--- src/rtl/cirq_pkg.sv ---
package cirq_pkg;

  typedef enum logic [1:0] {
    GR_NONE = 2'd0,
    GR_MST  = 2'd1,
    GR_SLV  = 2'd2
  } grant_e;

endpackage

--- src/rtl/rot_pick.sv ---
module rot_pick #(
  parameter int N = 8,
  localparam int IW = $clog2(N)
) (
  input  logic [N-1:0]  req_i,
  input  logic [N-1:0]  block_i,
  input  logic [IW-1:0] low_i,
  output logic          hit_o,
  output logic [IW-1:0] idx_o
);

  logic [N-1:0] elig;
  assign elig = req_i & ~block_i;

  // circular scan starting one above the lowest-priority index
  always_comb begin
    hit_o = 1'b0;
    idx_o = '0;
    for (int k = 0; k < N; k++) begin
      int p;
      p = int'(low_i) + 1 + k;
      if (p >= N) p = p - N;
      if (p >= N) p = p - N;
      if (!hit_o && elig[p]) begin
        hit_o = 1'b1;
        idx_o = IW'(p);
      end
    end
  end

endmodule

--- src/rtl/vec_out_reg.sv ---
module vec_out_reg #(
  parameter int VEC_W = 16
) (
  input  logic             clk,
  input  logic             rst,
  input  logic             fire_i,
  input  logic [VEC_W-1:0] vec_i,
  output logic             valid_o,
  output logic [VEC_W-1:0] vec_o
);

  always_ff @(posedge clk) begin
    if (rst) begin
      valid_o <= 1'b0;
      vec_o   <= '1;
    end else begin
      valid_o <= fire_i;
      if (fire_i) vec_o <= vec_i;
    end
  end

endmodule

--- src/rtl/cascade_irq_resolver.sv ---
module cascade_irq_resolver
  import cirq_pkg::*;
#(
  parameter int N      = 8,
  parameter int CASC   = 2,
  parameter int BASE_W = 8,
  parameter int VEC_W  = 16,
  localparam int IW    = $clog2(N),
  localparam int L     = 2 * N
) (
  input  logic              clk,
  input  logic              rst,
  input  logic [L-1:0]      line_set,
  input  logic [L-1:0]      line_clr,
  input  logic [L-1:0]      level_sel,
  input  logic [N-1:0]      mst_mask,
  input  logic [N-1:0]      slv_mask,
  input  logic [BASE_W-1:0] mst_base,
  input  logic [BASE_W-1:0] slv_base,
  input  logic [IW-1:0]     mst_low,
  input  logic [IW-1:0]     slv_low,
  input  logic              ack_req,
  output logic              pending,
  output logic              ack_valid,
  output logic [VEC_W-1:0]  ack_vector,
  output logic [N-1:0]      mst_req,
  output logic [N-1:0]      slv_req,
  output logic [N-1:0]      mst_isr,
  output logic [N-1:0]      slv_isr
);

  localparam logic [N-1:0] CASC_BIT = N'(1) << CASC;

  logic [N-1:0] m_req_q, s_req_q, m_isr_q, s_isr_q;
  logic         m_flag_q, s_flag_q;

  logic [N-1:0] m_req_d, s_req_d, m_isr_d, s_isr_d;
  logic         m_flag_d, s_flag_d;

  logic          m_hit, s_hit;
  logic [IW-1:0] m_idx, s_idx;
  grant_e        gsel;
  logic [VEC_W-1:0] vec_d;

  rot_pick #(.N(N)) u_mpick (
    .req_i  (m_req_q),
    .block_i(mst_mask | CASC_BIT),
    .low_i  (mst_low),
    .hit_o  (m_hit),
    .idx_o  (m_idx)
  );

  rot_pick #(.N(N)) u_spick (
    .req_i  (s_req_q),
    .block_i(slv_mask),
    .low_i  (slv_low),
    .hit_o  (s_hit),
    .idx_o  (s_idx)
  );

  always_comb begin
    logic [N-1:0] m_gbit, s_gbit, m_clr, s_clr;
    gsel = GR_NONE;
    if (ack_req && (m_flag_q || s_flag_q)) begin
      if (m_hit)      gsel = GR_MST;
      else if (s_hit) gsel = GR_SLV;
    end

    m_gbit = '0;
    s_gbit = '0;
    vec_d  = '1;
    if (gsel == GR_MST) begin
      m_gbit[m_idx] = 1'b1;
      vec_d = VEC_W'(mst_base) + VEC_W'(m_idx);
    end else if (gsel == GR_SLV) begin
      s_gbit[s_idx] = 1'b1;
      m_gbit        = CASC_BIT;
      vec_d = VEC_W'(slv_base) + VEC_W'(s_idx);
    end

    // stage 1: grant
    m_req_d  = m_req_q & ~m_gbit;
    s_req_d  = s_req_q & ~s_gbit;
    m_isr_d  = m_isr_q | m_gbit;
    s_isr_d  = s_isr_q | s_gbit;
    m_flag_d = m_flag_q;
    s_flag_d = s_flag_q;
    if (gsel == GR_MST && m_req_d == '0) m_flag_d = 1'b0;
    if (gsel == GR_SLV && s_req_d == '0) begin
      s_flag_d = 1'b0;
      if (m_req_d == '0) m_flag_d = 1'b0;
    end

    // stage 2: level-type clears
    m_clr   = line_clr[N-1:0] & level_sel[N-1:0];
    s_clr   = line_clr[L-1:N] & level_sel[L-1:N];
    m_req_d = m_req_d & ~m_clr;
    s_req_d = s_req_d & ~s_clr;
    if ((|s_clr) && s_req_d == '0) m_req_d = m_req_d & ~CASC_BIT;

    // stage 3: new requests
    s_req_d = s_req_d | line_set[L-1:N];
    m_req_d = m_req_d | line_set[N-1:0] | ((|line_set[L-1:N]) ? CASC_BIT : '0);
    if (|line_set)         m_flag_d = 1'b1;
    if (|line_set[L-1:N])  s_flag_d = 1'b1;
  end

  always_ff @(posedge clk) begin
    if (rst) begin
      m_req_q  <= '0;
      s_req_q  <= '0;
      m_isr_q  <= '0;
      s_isr_q  <= '0;
      m_flag_q <= 1'b0;
      s_flag_q <= 1'b0;
    end else begin
      m_req_q  <= m_req_d;
      s_req_q  <= s_req_d;
      m_isr_q  <= m_isr_d;
      s_isr_q  <= s_isr_d;
      m_flag_q <= m_flag_d;
      s_flag_q <= s_flag_d;
    end
  end

  vec_out_reg #(.VEC_W(VEC_W)) u_out (
    .clk    (clk),
    .rst    (rst),
    .fire_i (ack_req),
    .vec_i  (vec_d),
    .valid_o(ack_valid),
    .vec_o  (ack_vector)
  );

  assign pending = (|(m_req_q & ~mst_mask & ~CASC_BIT)) | (|(s_req_q & ~slv_mask));
  assign mst_req = m_req_q;
  assign slv_req = s_req_q;
  assign mst_isr = m_isr_q;
  assign slv_isr = s_isr_q;

endmodule

--- config.mk ---
export PLATFORM = sky130hd
export DESIGN_NAME = cascade_irq_resolver
export DESIGN_NICKNAME = d
export VERILOG_FILES = /design/src/rtl/cirq_pkg.sv /design/src/rtl/rot_pick.sv /design/src/rtl/vec_out_reg.sv /design/src/rtl/cascade_irq_resolver.sv
export SDC_FILE = /design/constraint.sdc
export NUM_CORES = 1
export LEC_CHECK = 0
export BUFFER_PORTS_ARGS = -buffer_cell sky130_fd_sc_hd__buf_2
export CORE_ASPECT_RATIO = 0.6
export CORE_MARGIN = 2
export CORE_UTILIZATION = 55
export CTS_BUF_LIST = sky130_fd_sc_hd__clkbuf_8
export DETAILED_ROUTE_END_ITERATION = 8
export PLACE_DENSITY = 0.9
export SLEW_MARGIN = 10
export SYNTH_ARGS = -nofsm -noshare
export SYNTH_HDL_FRONTEND = slang
export SYNTH_SLANG_ARGS = --single-unit
--- constraint.sdc ---
create_clock -name clk -period 5.2 [get_ports clk]
set_input_delay 1.04 -clock clk [delete_from_list [all_inputs] [get_ports clk]]
set_output_delay 1.04 -clock clk [all_outputs]
set_load 0.005 [all_outputs]
# [Word level (Yosys, flattened, before mapping)]
# Cells that the tools add are included.
[word_totals] in_bits=89 romBits=0 reg_bits=51 out_inout_bits=50 ramBits=0 latchBits=0 n_memories=0
[op_classes] n_lt_le_gt_ge=52 bitwise=22 eq_ne=2 div=0 multipliers=0 muxes=133 reduce_logical=44 n_addsub=50 n_shift=0
[ops] op="$ge A32 B5 Y1 const B" n=32
[ops] op="$mux W32" n=32
[ops] op="$sub A32 B5 Y32 const B" n=32
[ops] op="$lt A32 B5 Y1 const B" n=16
[ops] op="$add A32 B4 Y32 const B" n=8
[ops] op="$add A32 B3 Y32 const B" n=4
[ops] op="$and A8 B8 Y8" n=9
[ops] op="$add A32 B2 Y32 const B" n=2
[ops] op="$mux W3" n=19
[ops] op="$mux W1" n=56
[ops] op="$not A8 Y8" n=7
[ops] op="$bmux W1 S3" n=16
[ops] op="$mux W16" n=2
[ops] op="$or A8 B8 Y8" n=4
[ops] op="$logic_not A8 Y1" n=3
[ops] op="$mux W8" n=3
[ops] op="$reduce_or A8 Y1" n=3
[ops] op="$logic_and A1 B1 Y1" n=20
[ops] op="$add A8 B3 Y9" n=2
[ops] op="$reduce_or A16 Y1" n=1
[ops] op="$logic_not A1 Y1" n=14
[ops] op="$add A3 B1 Y4 const B" n=2
[ops] op="$lt A3 B4 Y1 const B" n=2
[ops] op="$or A8 B3 Y8" n=1
[ops] op="other kinds (9)" n=13

# [Logic depth before layout (Yosys ltp)]
# Gate-level depths: netlist (run 1).
[logic_depth] ltp_word=44 depth_mapped=19

# [Hierarchy]
# A second synthesis (run 1) with hierarchy kept.
[unflattened] hier_cells=582 area_unflattened_um2=4725.8
[by_module_without_submodules] module="cascade_irq_resolver" n_inst=1 cells_per_inst=293 area_each_um2=2184.6 seq_area_each_um2=680.7
[by_module_without_submodules] module="rot_pick" n_inst=2 cells_per_inst=117 area_each_um2=953.4 seq_area_each_um2=0.0
[by_module_without_submodules] module="vec_out_reg" n_inst=1 cells_per_inst=55 area_each_um2=634.4 seq_area_each_um2=340.3

# [Least setup slack after synthesis (run 1)]
# OpenSTA, ideal clock, no wires.
[synth_timing] kind="input-to-reg" startpoint="in slv_low[0]" endpoint="reg u_out.vec_o[6]" slack_ns=0.500 required_time_ns=5.072 cell_stages=19 arrival_ns=4.572 path_buffers=3 cell_sequence="inv_1 buf_2 ha_1 buf_6 buf_6 nor4b_1 nor4_4 mux2i_2 a21oi_1 mux2_2 a22oi_2 nand2_1 xnor2_1 ha_1 maj3_1 a21oi_1 nor2_1 nor4_1 a211oi_1"
[synth_via] elab_chain_cells=36
[synth_rtl] element="start, declared" line="cascade_irq_resolver.sv:21" rtl="input logic [IW-1:0] slv_low,"
[synth_rtl] element="$add A3 B1 Y4 (*)" line="rot_pick.sv:21" rtl="p = int'(low_i) + 1 + k;"
[synth_rtl] element="branches (longest 34 deep; another with $add A32 B2 Y32)"
[synth_rtl] element="$mux W16 (*)" line="cascade_irq_resolver.sv:72" rtl="if (gsel == GR_MST) begin"
[synth_rtl] element="end signal, assigned" line="vec_out_reg.sv:18" rtl="if (fire_i) vec_o <= vec_i;"
[synth_rtl] element="end, declared" line="vec_out_reg.sv:9" rtl="output logic [VEC_W-1:0] vec_o"
# Mark *: on every way between the ends. The select of a mux whose other input is x is not followed.
# A chain may end at the register's enable or synchronous reset.

# [Worst setup path after layout (run 1)]
[layout_timing] startpoint="in mst_low[0]" endpoint="reg u_out.vec_o[7]"
[layout_via] elab_chain_cells=35
[layout_rtl] element="start, declared" line="cascade_irq_resolver.sv:20" rtl="input logic [IW-1:0] mst_low,"
[layout_rtl] element="$add A3 B1 Y4 (*)" line="rot_pick.sv:21"
[layout_rtl] element="branches (longest 33 deep; another with $add A32 B2 Y32)"
[layout_rtl] element="$mux W16 (*)" line="cascade_irq_resolver.sv:72"
# Marked as above.

==> impl_metrics.py, run 1 <==
metrics = {
    "status": {
        "outcome": "finished, final reports clean",
    },
    "cts": {
        "cts_tree": "yes",
        "ctsRootBufferMaster": "clkbuf_8",
        "cts_hold_buffers": 0,
        "cts_setup_buffers": 0,
        "clock-sinks": 45,
        "cts_resized": 0,
        "numCtsBuffers": 5,
        "worst_skew_pair.late_latency_ps": 320,
        "cts_max_path_buffers": 2,
        "htreeDepth": 2,
        "clkTransAtPathRegs_ps": 100,
    },
    "synth": {
        "synthMuxAreaShare_pct": 10.4,
        "synth_top_family_by_area": "simple AND/OR/NAND/NOR gates",
        "yosys.area_share.simple_pct": 32.8,
        "synth_top_cell_area_share_pct": 19.1,
        "synth_cell_types": 97,
        "syn_area_um2": 4730,
        "synth.most_common_cell": "nor2_1",
        "ys_warn_count": 0,
        "yosysTopAreaCell": "dfxtp_1",
        "synth_edf_count": 0,
        "synthAdderAreaFrac_pct": 3.26,
        "synth_ff_type": "dfxtp_1",
        "synth-compound-area-share_pct": 24.2,
        "synth_area_leaders": "dfxtp_1 19%, nor2_1 6.4%, mux4_2 5.2%",
        "synthArstFlopShare_pct": 0,
        "synth_xor_area_share_pct": 4.24,
        "syn_nets": 698,
        "synth_seq_cells": 45,
        "synth.yosys.seq_area_share_pct": 19.1,
        "syn_area_per_cell_um2": 7.89,
        "syn_inst": 599,
        "netlist_top_cells_count": "81 x nor2_1, 49 x nand2_1, 45 x a21oi_1, 45 x dfxtp_1, 23 x nand2b_1",
    },
    "worst_setup_path": {
        "crit_fanout": 22,
        "crit_chain": "buf_2, buf_4, ha_1, xor2_1, a2111oi_0, a311oi_1, nor3_2, a32o_1, a21oi_2, inv_1, ha_1, a21o_1, a21oi_1, nor3b_1, xnor2_1, a21oi_1, nor2_1, nor3_1",
        "setup.worst_path.start_class": "input pin",
        "critPathRequiredTime_ps": 5440,
        "cpMaxStageDelayCell": "a311oi_1",
        "critical_path_class": "input pin to flip-flop",
        "cp.arrival_ps": 5040,
        "end_kind": "flip-flop",
        "critPathMaxStageDelay_ps": 500,
    },
    "global_routing": {
        "antenna_found_initial": 0,
        "grt_overflow": 0,
        "grt_start_max_net_pins": 53,
        "grt_pass1_vias": 4772,
        "grt_pass1_wl_mm": 24.0,
        "grt_usage_pct": 33.4,
    },
    "timing": {
        "slew_headroom_pct": 37.6,
        "clock_skew_ps": 5.80,
        "slew_violations": 0,
        "fin_setup_tns_ps": 0,
        "fin_crit_ps": 4790,
        "whs_ps": 457,
        "setup_violations": 0,
        "rsz0062_at_grt": "false",
        "tightest_slew_ps": 936,
        "hold_viol": 0,
        "fin_crit_sh_pct": 92.2,
        "fmax_mhz": 209,
    },
    "pwr": {
        "irDropWorstVdd_v": 0.000159,
        "power_density_nw_per_um2": 241,
        "combPwrFrac_pct": 48.7,
        "power_switching_mw": 0.560,
        "seqPwrFrac_pct": 29.6,
        "p_sw_share_pct": 41.0,
        "p_leak_nw": 2.39,
        "power_frac_clock_pct": 21.7,
        "p_int_mw": 0.804,
    },
    "floorplan": {
        "core_um2": 8430,
        "row_count": 26,
        "die_width_um": 124,
        "initial_utilization_pct": 56.1,
        "die_h_um": 75.8,
        "io_pins": 139,
        "die_area_um2": 9380,
    },
    "routing": {
        "met3_length_mm": 2.22,
        "vias": 5480,
        "drt_iter0_markers": 622,
        "first_pass_iters": 5,
        "wl_mm": 16.1,
        "ant_nets": 0,
        "met2_wirelength_mm": 6.46,
        "top_layer_used": "met4",
        "wl_per_cell_um": 19.1,
        "vias_per_cell": 6.48,
        "post-route-drc-count": 0,
        "m1WireLength_mm": 7.24,
    },
    "placed_design": {
        "io_buffers": 137,
        "gp_congestion": 1.06,
        "hpwl_mm": 12.8,
    },
    "cells_and_area": {
        "num_antenna_cells": 0,
        "areaGrowthSynthToFinish_pct": 19.5,
        "drive_above_1_share_pct": 30.9,
        "fillers": 751,
        "finalNetCount": 832,
    },
    "job": {
        "maxCapViolations": 0,
    },
    "min_path": {
        "hp-class": "flip-flop to flip-flop",
    },
}
sequential cells by signal, indices dropped and copies added (netlist names):
register / cells
u_out.vec_o: 10
mst_isr: 8
mst_req: 8
slv_isr: 8
slv_req: 8
m_flag_q: 1
s_flag_q: 1
u_out.valid_o: 1
power groups by stage:
stage	clock network (mW)	logic [mW]	registers [mW]
6_report	0.296	0.663	0.404
3_3_place_gp	0	0.626	0.408
2_1_floorplan	0	0.448	0.403
5_1_grt	0.310	0.717	0.407
3_5_place_dp	0	0.641	0.410
4_1_cts	0.294	0.644	0.402
logic make-up after synthesis:
logic type,count (synthesis)
AOI/OAI and AO/OA,166
xor gates and xnor gates,17
adders and majority gates,12
buffers and inverters,54
DFF,45
muxes,32
and+or+nand+nor,273
layout by cell type (no fill, tap or decap), drive strengths merged, types with 6 or more instances in the layout:
cell type,Yosys,layout
nor3,16,16
nor2,81,81
nor3b,7,7
nor2b,11,11
mux4,12,12
nand4,8,8
nand2,49,49
or2,6,6
o21ai,23,23
ha,9,9
buf,23,161
mux2,7,7
inv,19,21
nor4b,6,6
xnor2,11,11
dfxtp,45,45
nor4bb,8,8
a21oi,46,46
nand3,12,12
a31oi,12,12
nor4,11,11
o211ai,7,7
a21o,7,7
mux2i,13,13
a22oi,7,7
o22ai,6,6
nand2b,24,24
or3,8,8
worst max-delay path: cells and delay by family:
family / cells / cell delay [ps]
compound gates: 7 / 1680
xor+xnor: 2 / 570
fa+ha+maj: 2 / 660
buf+inv: 3 / 530
simple gates: 4 / 530
cell type report:
cell class	count	area (um2)	share of cell area (%)
multi-input combinational	500	3550	62.9
clock inverter	3	47.5	0.841
clock buffer	5	68.8	1.22
sequential	45	901	15.9
tap	112	140	2.48
timing repair buffer	161	866	15.3
inverter	20	75.1	1.33
per-layer routing:
| layer | track usage [%] | vias up |
|---|---|---|
| met3 | 8.61 | 32 |
| met5 | 0 | - |
| met1 | 50.4 | 2538 |
| met2 | 48.1 | 393 |
| li1 | - | 2517 |
| met4 | 5.93 | 0 |
path summary, 6_finish.rpt:
kind | startpoint | to | slack, ps | depth (start not counted)
worst max register to register | mst_req[7] | u_out.vec_o[7] | 1030 | 15
worst min-delay path | slv_isr[7] | slv_isr[7] | 460 | 2
worst min register to register | slv_isr[7] | slv_isr[7] | 460 | 2
worst max-delay path | mst_low[0] | u_out.vec_o[7] | 410 | 18
through the flow:
step | instance area [um2] | std cells | util, % | setup WS [ps] | total power, mW
global route | 5650 | 846 | 67.1 | 92.8 | 1.43
finish | 5650 | 846 | 67.1 | 405 | 1.36
global placement | 5530 | 838 | 65.6 | 176 | 1.03
floorplan | 4730 | 599 | - | 500 | 0.851
CTS | 5640 | 846 | 67.0 | 347 | 1.34
detailed placement | 5530 | 838 | 65.6 | 0.699 | 1.05
Power figures use the tool's default switching activity.
==> run 2: changes to the inputs <==
- CORE_UTILIZATION: 55 -> 59
- PLACE_DENSITY: 0.9 -> 0.95
- clock period: 5.2 -> 6.05 ns (I/O delays scaled with it)
==> run 2 against run 1 <==
Effect of this change:
- critical path type unchanged
- clock skew rose by 8.4 ps
- first-iteration DRC count is 33% higher
- critical path depth is 2 lower
- critical endpoint is now u_out.vec_o[6]
- wire length is 0.19% lower
- sequential power shrank 14%
- cell area down 1.9%
- combinational power is 14% lower
- setup slack improved by 470 ps
- register-to-register slack improved by 1000 ps
==> impl_metrics.py, run 2 (synthesis results as in run 1) <==
metrics = {
    "placed_design": {
        "gp_congestion": 1.05,
        "hpwl_mm": 12.6,
        "io_buffers": 137,
        "dp_slack_ps": 714,
        "placed_cells": 824,
        "postPlaceCellArea_um2": 5450,
    },
    "cells_and_area": {
        "final_common_cell": "buf_2",
        "top_register": "u_out.vec_o",
        "layout_common_cells": "137 x buf_2, 81 x nor2_1, 49 x nand2_1",
        "fillers": 641,
        "stdcell_area_um2": 5540,
        "areaGrowthSynthToFinish_pct": 17.3,
        "finalNetCount": 822,
        "num_antenna_cells": 0,
        "stdcell_count": 832,
        "drive_above_1_share_pct": 29.7,
        "largest_reg_flops": 10,
    },
    "global_routing": {
        "grt_usage_pct": 36.0,
        "grt_pass1_vias": 4902,
        "antenna_found_initial": 0,
        "grt_overflow": 0,
        "grt_pass1_wl_mm": 25.0,
        "grt_start_max_net_pins": 53,
    },
    "pwr": {
        "power_density_nw_per_um2": 203,
        "irDropWorstVdd_v": 0.000136,
        "power_mw": 1.13,
        "p_leak_nw": 2.33,
    },
    "worst_setup_path": {
        "end_kind": "flip-flop",
        "critPathRequiredTime_ps": 6250,
        "cpMaxStageDelayCell": "mux4_1",
        "critical_path_class": "input pin to flip-flop",
        "critPathMaxStageDelay_ps": 680,
        "crit_fanout": 30,
        "cp.arrival_ps": 5370,
        "crit_chain": "buf_2, buf_4, ha_1, xor2_2, mux4_1, a21oi_1, mux2_2, a22oi_2, nand2_1, xnor2_1, ha_1, maj3_1, a21oi_1, nor2_1, nor4_1, a211oi_1",
        "setup.worst_path.start_class": "input pin",
    },
    "timing": {
        "slew_headroom_pct": 21.0,
        "fin_setup_tns_ps": 0,
        "fin_crit_sh_pct": 85.5,
        "setup_violations": 0,
        "clock_skew_ps": 14.2,
        "slew_violations": 0,
        "setup_ws_ps": 875,
        "fin_crit_ps": 5170,
        "fmax_mhz": 193,
        "hold_viol": 0,
        "rsz0062_at_grt": "false",
        "tightest_slew_ps": 1180,
    },
    "floorplan": {
        "row_count": 25,
        "io_pins": 139,
        "core_um2": 7820,
        "initial_utilization_pct": 60.4,
        "die_h_um": 73.3,
        "die_width_um": 120,
        "die_area_um2": 8770,
    },
    "cts": {
        "worst_skew_pair.late_latency_ps": 320,
        "cts_max_path_buffers": 2,
        "cts_hold_buffers": 0,
        "clock-sinks": 45,
        "clkTransAtPathRegs_ps": 100,
        "ctsRootBufferMaster": "clkbuf_8",
        "cts_tree": "yes",
        "cts_setup_buffers": 0,
        "numCtsBuffers": 5,
        "htreeDepth": 2,
        "cts_resized": 0,
    },
    "routing": {
        "wl_mm": 16.1,
        "post-route-drc-count": 0,
        "drt_iter0_markers": 829,
        "wl_per_cell_um": 19.3,
        "ant_nets": 0,
        "vias_per_cell": 6.74,
        "vias": 5608,
        "first_pass_iters": 8,
    },
    "job": {
        "maxCapViolations": 0,
    },
    "min_path": {
        "hp-class": "flip-flop to flip-flop",
    },
    "status": {
        "outcome": "finished, final reports clean",
    },
}
==> run 2: report_power, final <==
part / switching [mW] / leakage [nW] / internal (mW)
registers: 0.0274 / 0.371 / 0.320
logic: 0.331 / 1.91 / 0.236
clock network: 0.118 / 0.0478 / 0.0943
==> run 2: layer usage <==
layer	routed length [um]	GRT usage, %	up-vias
li1	-	-	2504
met1	6950	52.9	2579
met2	6490	52.4	469
met3	2380	11.6	56
met4	268	5.49	0
met5	0	0	-
==> run 2: critical path: cells and delay by family <==
| family | cells | cell delay (ps) |
|---|---|---|
| XOR/XNOR | 2 | 590 |
| adder cells (fa/ha/maj) | 3 | 910 |
| AO/OA/AOI/OAI | 4 | 770 |
| AND/OR/NAND/NOR | 3 | 430 |
| buffers and inverters | 2 | 390 |
| multiplexers | 2 | 1060 |
==> run 2: final timing paths <==
path / startpoint / to / cells after the start / slack, ps
worst max-delay path: slv_low[0] / u_out.vec_o[6] / 16 / 880
worst min register to register: slv_isr[2] / slv_isr[2] / 2 / 450
worst max register to register: mst_req[6] / u_out.vec_o[7] / 15 / 2060
worst min-delay path: slv_isr[2] / slv_isr[2] / 2 / 450
==> run 2: cell type report <==
class	instances	area [um2]	share of cell area, %
Inverter	20	75.1	1.35
Multi-Input combinational cell	500	3540	63.9
Sequential cell	45	901	16.2
Clock buffer	6	82.6	1.49
Timing Repair Buffer	151	791	14.3
Clock inverter	2	16.3	0.293
Tap cell	108	135	2.44
==> run 2: per-stage QoR <==
| step | hold slack [ps] | util [%] |
|---|---|---|
| final | 451 | 70.9 |
| after CTS | 454 | 70.9 |
| after global routing | 470 | 70.9 |
| after global placement | 430 | 69.6 |
| after detailed placement | 438 | 69.6 |
| after floorplan | 442 | - |
